[config.mk]
export PLATFORM = sky130hd
export DESIGN_NAME = mtl_addr_builder
export DESIGN_NICKNAME = d
export VERILOG_FILES = /design/src/rtl/mtl_pkg.sv /design/src/rtl/mtl_sat_diff.sv /design/src/rtl/mtl_addr_calc.sv /design/src/rtl/mtl_slot_pick.sv /design/src/rtl/mtl_addr_builder.sv
export SDC_FILE = /design/constraint.sdc
export NUM_CORES = 1
export LEC_CHECK = 0
export BUFFER_PORTS_ARGS = -buffer_cell sky130_fd_sc_hd__buf_2
export CELL_PAD_IN_SITES_DETAIL_PLACEMENT = 0
export CELL_PAD_IN_SITES_GLOBAL_PLACEMENT = 1
export CORE_MARGIN = 2
export CORE_UTILIZATION = 40
export DETAILED_ROUTE_END_ITERATION = 8
export PLACE_DENSITY_LB_ADDON = 0.1
export SYNTH_ARGS = -nofsm -noshare
export SYNTH_HDL_FRONTEND = slang
export SYNTH_SLANG_ARGS = --single-unit
[constraint.sdc]
create_clock -name clk -period 2.4 [get_ports clk]
set_input_delay 0.36 -clock clk [delete_from_list [all_inputs] [get_ports clk]]
set_output_delay 0.36 -clock clk [all_outputs]
set_load 0.05 [all_outputs]
[src/rtl/mtl_pkg.sv]
package mtl_pkg;
  localparam int N_CAND_D    = 9;
  localparam int N_SLOT_D    = 3;
  localparam int PHI_W_D     = 12;
  localparam int ETA_W_D     = 5;
  localparam int TYPE_W_D    = 4;
  localparam int D12_MAG_D   = 8;
  localparam int D23_MAG_D   = 5;
  localparam int D23_SHIFT_D = 2;

  function automatic int addr_width(int type_w, int eta_w, int m12, int m23);
    return type_w + eta_w + (m12 + 1) + (m23 + 1);
  endfunction
endpackage

[src/rtl/mtl_sat_diff.sv]
module mtl_sat_diff #(
  parameter int IN_W  = 12,
  parameter int MAG_W = 8,
  parameter int SHIFT = 0
) (
  input  logic [IN_W-1:0]  a,
  input  logic [IN_W-1:0]  b,
  output logic [MAG_W:0]   code
);
  localparam int DW = IN_W + 1;
  localparam logic [IN_W-1:0] MAG_MAX = IN_W'((1 << MAG_W) - 1);

  logic signed [DW-1:0] diff;
  logic signed [DW-1:0] ndiff;
  logic                 neg;
  logic [IN_W-1:0]      mag_full;
  logic [IN_W-1:0]      mag_sh;
  logic [MAG_W-1:0]     mag_sat;

  always_comb begin
    diff     = $signed({1'b0, b}) - $signed({1'b0, a});
    ndiff    = -diff;
    neg      = diff[DW-1];
    mag_full = neg ? ndiff[IN_W-1:0] : diff[IN_W-1:0];
    mag_sh   = mag_full >> SHIFT;
    if (mag_sh > MAG_MAX) mag_sat = MAG_MAX[MAG_W-1:0];
    else                  mag_sat = mag_sh[MAG_W-1:0];
    code = {neg && (mag_sat != '0), mag_sat};
  end
endmodule

[src/rtl/mtl_addr_calc.sv]
module mtl_addr_calc #(
  parameter int PHI_W     = 12,
  parameter int ETA_W     = 5,
  parameter int TYPE_W    = 4,
  parameter int D12_MAG   = 8,
  parameter int D23_MAG   = 5,
  parameter int D23_SHIFT = 2,
  parameter logic [(1<<TYPE_W)-1:0] TWO_SEG_OK = '1,
  localparam int ADDR_W = mtl_pkg::addr_width(TYPE_W, ETA_W, D12_MAG, D23_MAG)
) (
  input  logic [PHI_W-1:0]  phi1,
  input  logic [PHI_W-1:0]  phi2,
  input  logic [PHI_W-1:0]  phi3,
  input  logic [ETA_W-1:0]  eta,
  input  logic [TYPE_W-1:0] trk_type,
  input  logic              has3,
  output logic [ADDR_W-1:0] addr,
  output logic              ok
);
  logic [D12_MAG:0] code12;
  logic [D23_MAG:0] code23;
  logic [D23_MAG:0] code23_g;

  mtl_sat_diff #(.IN_W(PHI_W), .MAG_W(D12_MAG), .SHIFT(0)) u_d12 (
    .a(phi1), .b(phi2), .code(code12)
  );

  mtl_sat_diff #(.IN_W(PHI_W), .MAG_W(D23_MAG), .SHIFT(D23_SHIFT)) u_d23 (
    .a(phi2), .b(phi3), .code(code23)
  );

  always_comb begin
    code23_g = has3 ? code23 : '0;
    ok       = has3 || TWO_SEG_OK[trk_type];
    addr     = {trk_type, eta, code12, code23_g};
  end
endmodule

[src/rtl/mtl_slot_pick.sv]
module mtl_slot_pick #(
  parameter int N_CAND = 9,
  parameter int ADDR_W = 24,
  parameter int IDX_W  = 4
) (
  input  logic [N_CAND*ADDR_W-1:0] all_addr,
  input  logic [N_CAND-1:0]        all_ok,
  input  logic [IDX_W-1:0]         idx,
  input  logic                     vld,
  output logic [ADDR_W-1:0]        addr,
  output logic                     slot_ok
);
  always_comb begin
    addr    = '0;
    slot_ok = 1'b0;
    for (int k = 0; k < N_CAND; k++) begin
      if (vld && (idx == IDX_W'(k)) && all_ok[k]) begin
        addr    = all_addr[k*ADDR_W +: ADDR_W];
        slot_ok = 1'b1;
      end
    end
  end
endmodule

[src/rtl/mtl_addr_builder.sv]
module mtl_addr_builder #(
  parameter int N_CAND    = mtl_pkg::N_CAND_D,
  parameter int N_SLOT    = mtl_pkg::N_SLOT_D,
  parameter int PHI_W     = mtl_pkg::PHI_W_D,
  parameter int ETA_W     = mtl_pkg::ETA_W_D,
  parameter int TYPE_W    = mtl_pkg::TYPE_W_D,
  parameter int D12_MAG   = mtl_pkg::D12_MAG_D,
  parameter int D23_MAG   = mtl_pkg::D23_MAG_D,
  parameter int D23_SHIFT = mtl_pkg::D23_SHIFT_D,
  parameter logic [(1<<TYPE_W)-1:0] TWO_SEG_OK = 16'hFF00,
  localparam int IDX_W  = $clog2(N_CAND),
  localparam int ADDR_W = mtl_pkg::addr_width(TYPE_W, ETA_W, D12_MAG, D23_MAG)
) (
  input  logic                      clk,
  input  logic                      rst_n,
  input  logic                      in_valid,
  output logic                      in_ready,
  input  logic [N_CAND*PHI_W-1:0]   cand_phi1,
  input  logic [N_CAND*PHI_W-1:0]   cand_phi2,
  input  logic [N_CAND*PHI_W-1:0]   cand_phi3,
  input  logic [N_CAND*ETA_W-1:0]   cand_eta,
  input  logic [N_CAND*TYPE_W-1:0]  cand_type,
  input  logic [N_CAND-1:0]         cand_has3,
  input  logic [N_SLOT*IDX_W-1:0]   sel_idx,
  input  logic [N_SLOT-1:0]         sel_vld,
  output logic                      out_valid,
  input  logic                      out_ready,
  output logic [N_SLOT*ADDR_W-1:0]  out_addr,
  output logic [N_SLOT-1:0]         out_slot_vld
);
  logic [N_CAND*ADDR_W-1:0] cand_addr;
  logic [N_CAND-1:0]        cand_ok;
  logic [N_SLOT*ADDR_W-1:0] pick_addr;
  logic [N_SLOT-1:0]        pick_ok;
  logic                     take;

  for (genvar k = 0; k < N_CAND; k++) begin : g_cand
    mtl_addr_calc #(
      .PHI_W(PHI_W), .ETA_W(ETA_W), .TYPE_W(TYPE_W),
      .D12_MAG(D12_MAG), .D23_MAG(D23_MAG), .D23_SHIFT(D23_SHIFT),
      .TWO_SEG_OK(TWO_SEG_OK)
    ) u_calc (
      .phi1     (cand_phi1[k*PHI_W +: PHI_W]),
      .phi2     (cand_phi2[k*PHI_W +: PHI_W]),
      .phi3     (cand_phi3[k*PHI_W +: PHI_W]),
      .eta      (cand_eta[k*ETA_W +: ETA_W]),
      .trk_type (cand_type[k*TYPE_W +: TYPE_W]),
      .has3     (cand_has3[k]),
      .addr     (cand_addr[k*ADDR_W +: ADDR_W]),
      .ok       (cand_ok[k])
    );
  end

  for (genvar s = 0; s < N_SLOT; s++) begin : g_slot
    mtl_slot_pick #(.N_CAND(N_CAND), .ADDR_W(ADDR_W), .IDX_W(IDX_W)) u_pick (
      .all_addr (cand_addr),
      .all_ok   (cand_ok),
      .idx      (sel_idx[s*IDX_W +: IDX_W]),
      .vld      (sel_vld[s]),
      .addr     (pick_addr[s*ADDR_W +: ADDR_W]),
      .slot_ok  (pick_ok[s])
    );
  end

  assign in_ready = !out_valid || out_ready;
  assign take     = in_valid && in_ready;

  always_ff @(posedge clk or negedge rst_n) begin
    if (!rst_n) begin
      out_valid    <= 1'b0;
      out_addr     <= '0;
      out_slot_vld <= '0;
    end else if (take) begin
      out_valid    <= 1'b1;
      out_addr     <= pick_addr;
      out_slot_vld <= pick_ok;
    end else if (out_ready) begin
      out_valid    <= 1'b0;
    end
  end
endmodule

==> flow_summary.json <==
{
  "hpwl_mm": 105.8,
  "start_util_pct": 40.57,
  "synthCells": 3468,
  "max_freq_mhz": 264.0,
  "synth_nets": 4144,
  "gp_congestion": 1.083,
  "syn_area_per_cell_um2": 6.930,
  "cts_max_level": 3,
  "holdBufCountCts": 0,
  "min_period_ns": 3.788,
  "synth_flop_cell": "dfrtp_1",
  "ys_types": 113,
  "finalSetupViolCount": 45,
  "syn_to_final_growth_pct": 67.79,
  "pre_cts_ws_ns": -1.894,
  "yosysMostFrequentCell": "inv_1",
  "p_comb_share_pct": 80.6,
  "numCtsBuffers": 9,
  "hold_violations": 0,
  "fin_ws_ns": -1.388,
  "leakagePower_nw": 19.51,
  "critPathKind": "primary input to register",
  "io_pins": 510,
  "antenna_found_initial": 20,
  "seqPwrFrac_pct": 9.8,
  "fp.dieW_um": 249.1,
  "rsz0062_at_grt": "yes",
  "critPathLaunchType": "primary input",
  "met3_length_mm": 12.40,
  "grt_use_total_pct": 38.80,
  "clk_path_buf_depth": 2,
  "violations": "setup timing",
  "crit_fanout": 5,
  "outcome": "complete, but fails checks",
  "final_util_pct": 68.07,
  "clkTransAtPathRegs_ns": 0.07,
  "viasPerCell": 5.867,
  "end_kind": "register",
  "grt_pass1_vias": 33400,
  "ys_seq_area_share_pct": 7.913,
  "grt_max_degree": 77,
  "dr.first_iter.drc_count": 3309,
  "yosysTopAreaCellShare_pct": 11.71,
  "drt_wl_total_mm": 127.4,
  "drv_slew": 0,
  "synth_edf_count": 0,
  "gr-total-overflow": 0,
  "rows": 89,
  "crit_arrival_ns": 4.02,
  "drtPass1Iterations": 9,
  "synthTopCellsByArea": "ha_1 12%, dfrtp_1 7.9%, a21oi_1 5.4%, xnor2_1 4.7%, inv_1 4.6%",
  "clkLatencyLatePin_ns": 0.38,
  "detail-route-antenna-nets": 0,
  "async_flop_share_pct": 100.0,
  "period_share_pct": 157.8,
  "vdd_drop_max_uv": 273.8,
  "avgRoutedWirePerCell_um": 21.46,
  "worstReg2RegStart": "out_valid$_DFFE_PN0P_",
  "swShare_pct": 48.21,
  "synth-seq-cells": 76,
  "io_buffers": 509,
  "clockPowerShare_pct": 9.6,
  "worstSetupStartpoint": "cand_phi2[24]",
  "cts.sinks": 76,
  "cp.required_ns": 2.63,
  "vias": 34840,
  "syn_area_mm2": 0.02403,
  "yosys-top-cells-count": "293 x inv_1, 281 x nand2_1, 276 x nor2_1",
  "wl_met2_mm": 55.62,
  "synth_top_area_cell": "ha_1",
  "hp-class": "primary input to asynchronous set/reset pin",
  "fin_nets": 5829,
  "max_cap_viol_count": 0,
  "intPower_w": 0.008429,
  "whs_ns": 0.04888,
  "root_buffer": "clkbuf_16",
  "cts_tree": "done",
  "top_layer_used": "met5",
  "die_h_um": 249.1,
  "power_density_mw_per_mm2": 403.6,
  "grt_pass1_wl_mm": 190.3,
  "wl_met1_mm": 52.36,
  "relSlewSlack_pct": 41.51,
  "core-area_mm2": 0.05924,
  "route.detailed.drc": 0,
  "ys_warn_count": 0,
  "drive_above_1_share_pct": 44.49,
  "switchingPower_w": 0.007847,
  "worst_pin_slew_ns": 0.8715,
  "skew_ns": 0.01956,
  "dieArea_mm2": 0.06206
}
[state kept, by name, indices dropped and copies added, names as in the netlist]
signal        flops
out_valid         1
out_slot_vld      3
out_addr         72
[per-stage QoR]
stage	setup TNS, ns	power [W]	cells	area [µm²]
2_1_floorplan	-48.96	0.007745	3468	25100
3_3_place_gp	-72.53	0.01330	5817	37280
3_5_place_dp	-74.66	0.01341	5817	37280
4_1_cts	-51.72	0.01552	5892	39030
5_1_grt	-58.38	0.01720	5936	40320
6_report	-53.05	0.01628	5938	40320
[cells in the final DEF (no fill, tap or decap), drive strengths merged, types with 37 or more instances in the layout]
| cell | instances |
|---|---|
| a211oi | 46 |
| a21o | 55 |
| a21oi | 261 |
| a221oi | 54 |
| a22oi | 44 |
| a31oi | 66 |
| and2 | 37 |
| and3 | 38 |
| buf | 1793 |
| dfrtp | 76 |
| ha | 225 |
| inv | 294 |
| nand2 | 283 |
| nand2b | 49 |
| nand3 | 117 |
| nor2 | 279 |
| nor2b | 59 |
| nor3 | 109 |
| o211ai | 47 |
| o21a | 73 |
| o21ai | 194 |
| o22ai | 41 |
| o31ai | 39 |
| or3 | 45 |
| xnor2 | 128 |
| xor2 | 98 |
[cell families after synthesis]
kind of cell,Yosys count,synth area share [%]
flops,76,7.913
xor+xnor,226,8.236
fa+ha+maj,243,13.21
compound gates,1251,36.64
buf+inv,415,6.758
mux,24,1.124
simple gates,1233,26.11
[power by group through the flow]
stage          Sequential [W]  Combinational (W)  Clock [W]
2_1_floorplan         0.00217            0.00558          0
3_3_place_gp          0.00160             0.0117          0
3_5_place_dp          0.00160             0.0118          0
4_1_cts               0.00158             0.0124    0.00158
5_1_grt               0.00160             0.0140    0.00161
6_report              0.00159             0.0131    0.00157
[critical path, cell delays in order]
cell	delay [ns]
buf_12	0.11
inv_12	0.04
ha_4	0.13
inv_2	0.03
fa_2	0.36
a211oi_4	0.23
nor2_2	0.09
xor2_2	0.19
buf_4	0.14
or3_4	0.38
or4_4	0.50
a21oi_4	0.18
o221a_4	0.27
or2b_4	0.16
o211ai_1	0.12
a221o_1	0.29
a211oi_2	0.32
o21ai_1	0.11
[worst paths after layout]
path	end	slack (ns)	depth (start not counted)
max	out_addr[9]$_DFFE_PN0P_	-1.39	18
min	out_addr[21]$_DFFE_PN0P_	0.05	2
max reg2reg	out_addr[31]$_DFFE_PN0P_	0.30	7
min reg2reg	out_addr[68]$_DFFE_PN0P_	0.48	2
max in group asynchronous	out_addr[50]$_DFFE_PN0P_	1.94	2
min in group clk	out_valid$_DFFE_PN0P_	0.25	2
[per-layer routing]
layer  global-route usage, %  vias up
li1                        -    16530
met1                   50.54    16240
met2                   61.56     1680
met3                   7.732      375
met4                   18.06       20
met5                       0        -
[final cells by class]
type                    count  area [µm²]
multi-input cells        2977       23230
fillers                  5309       18920
repair buffers           1795       12700
flip-flops and latches     76        1902
inverters                 294        1191
well taps                 773       967.2
clock buffers              10       229.0
clock inverters             4       76.32
diodes                      9       22.52
[what timing repair did]
action | CTS | global route
pin swaps | 140 | 133
setup buffers | 61 | 40
resized for setup | 211 | 191
endpoints found under the setup margin | 45 | 45
cloned | 1 | 1
Note: power is estimated with default switching activity, not from simulation.
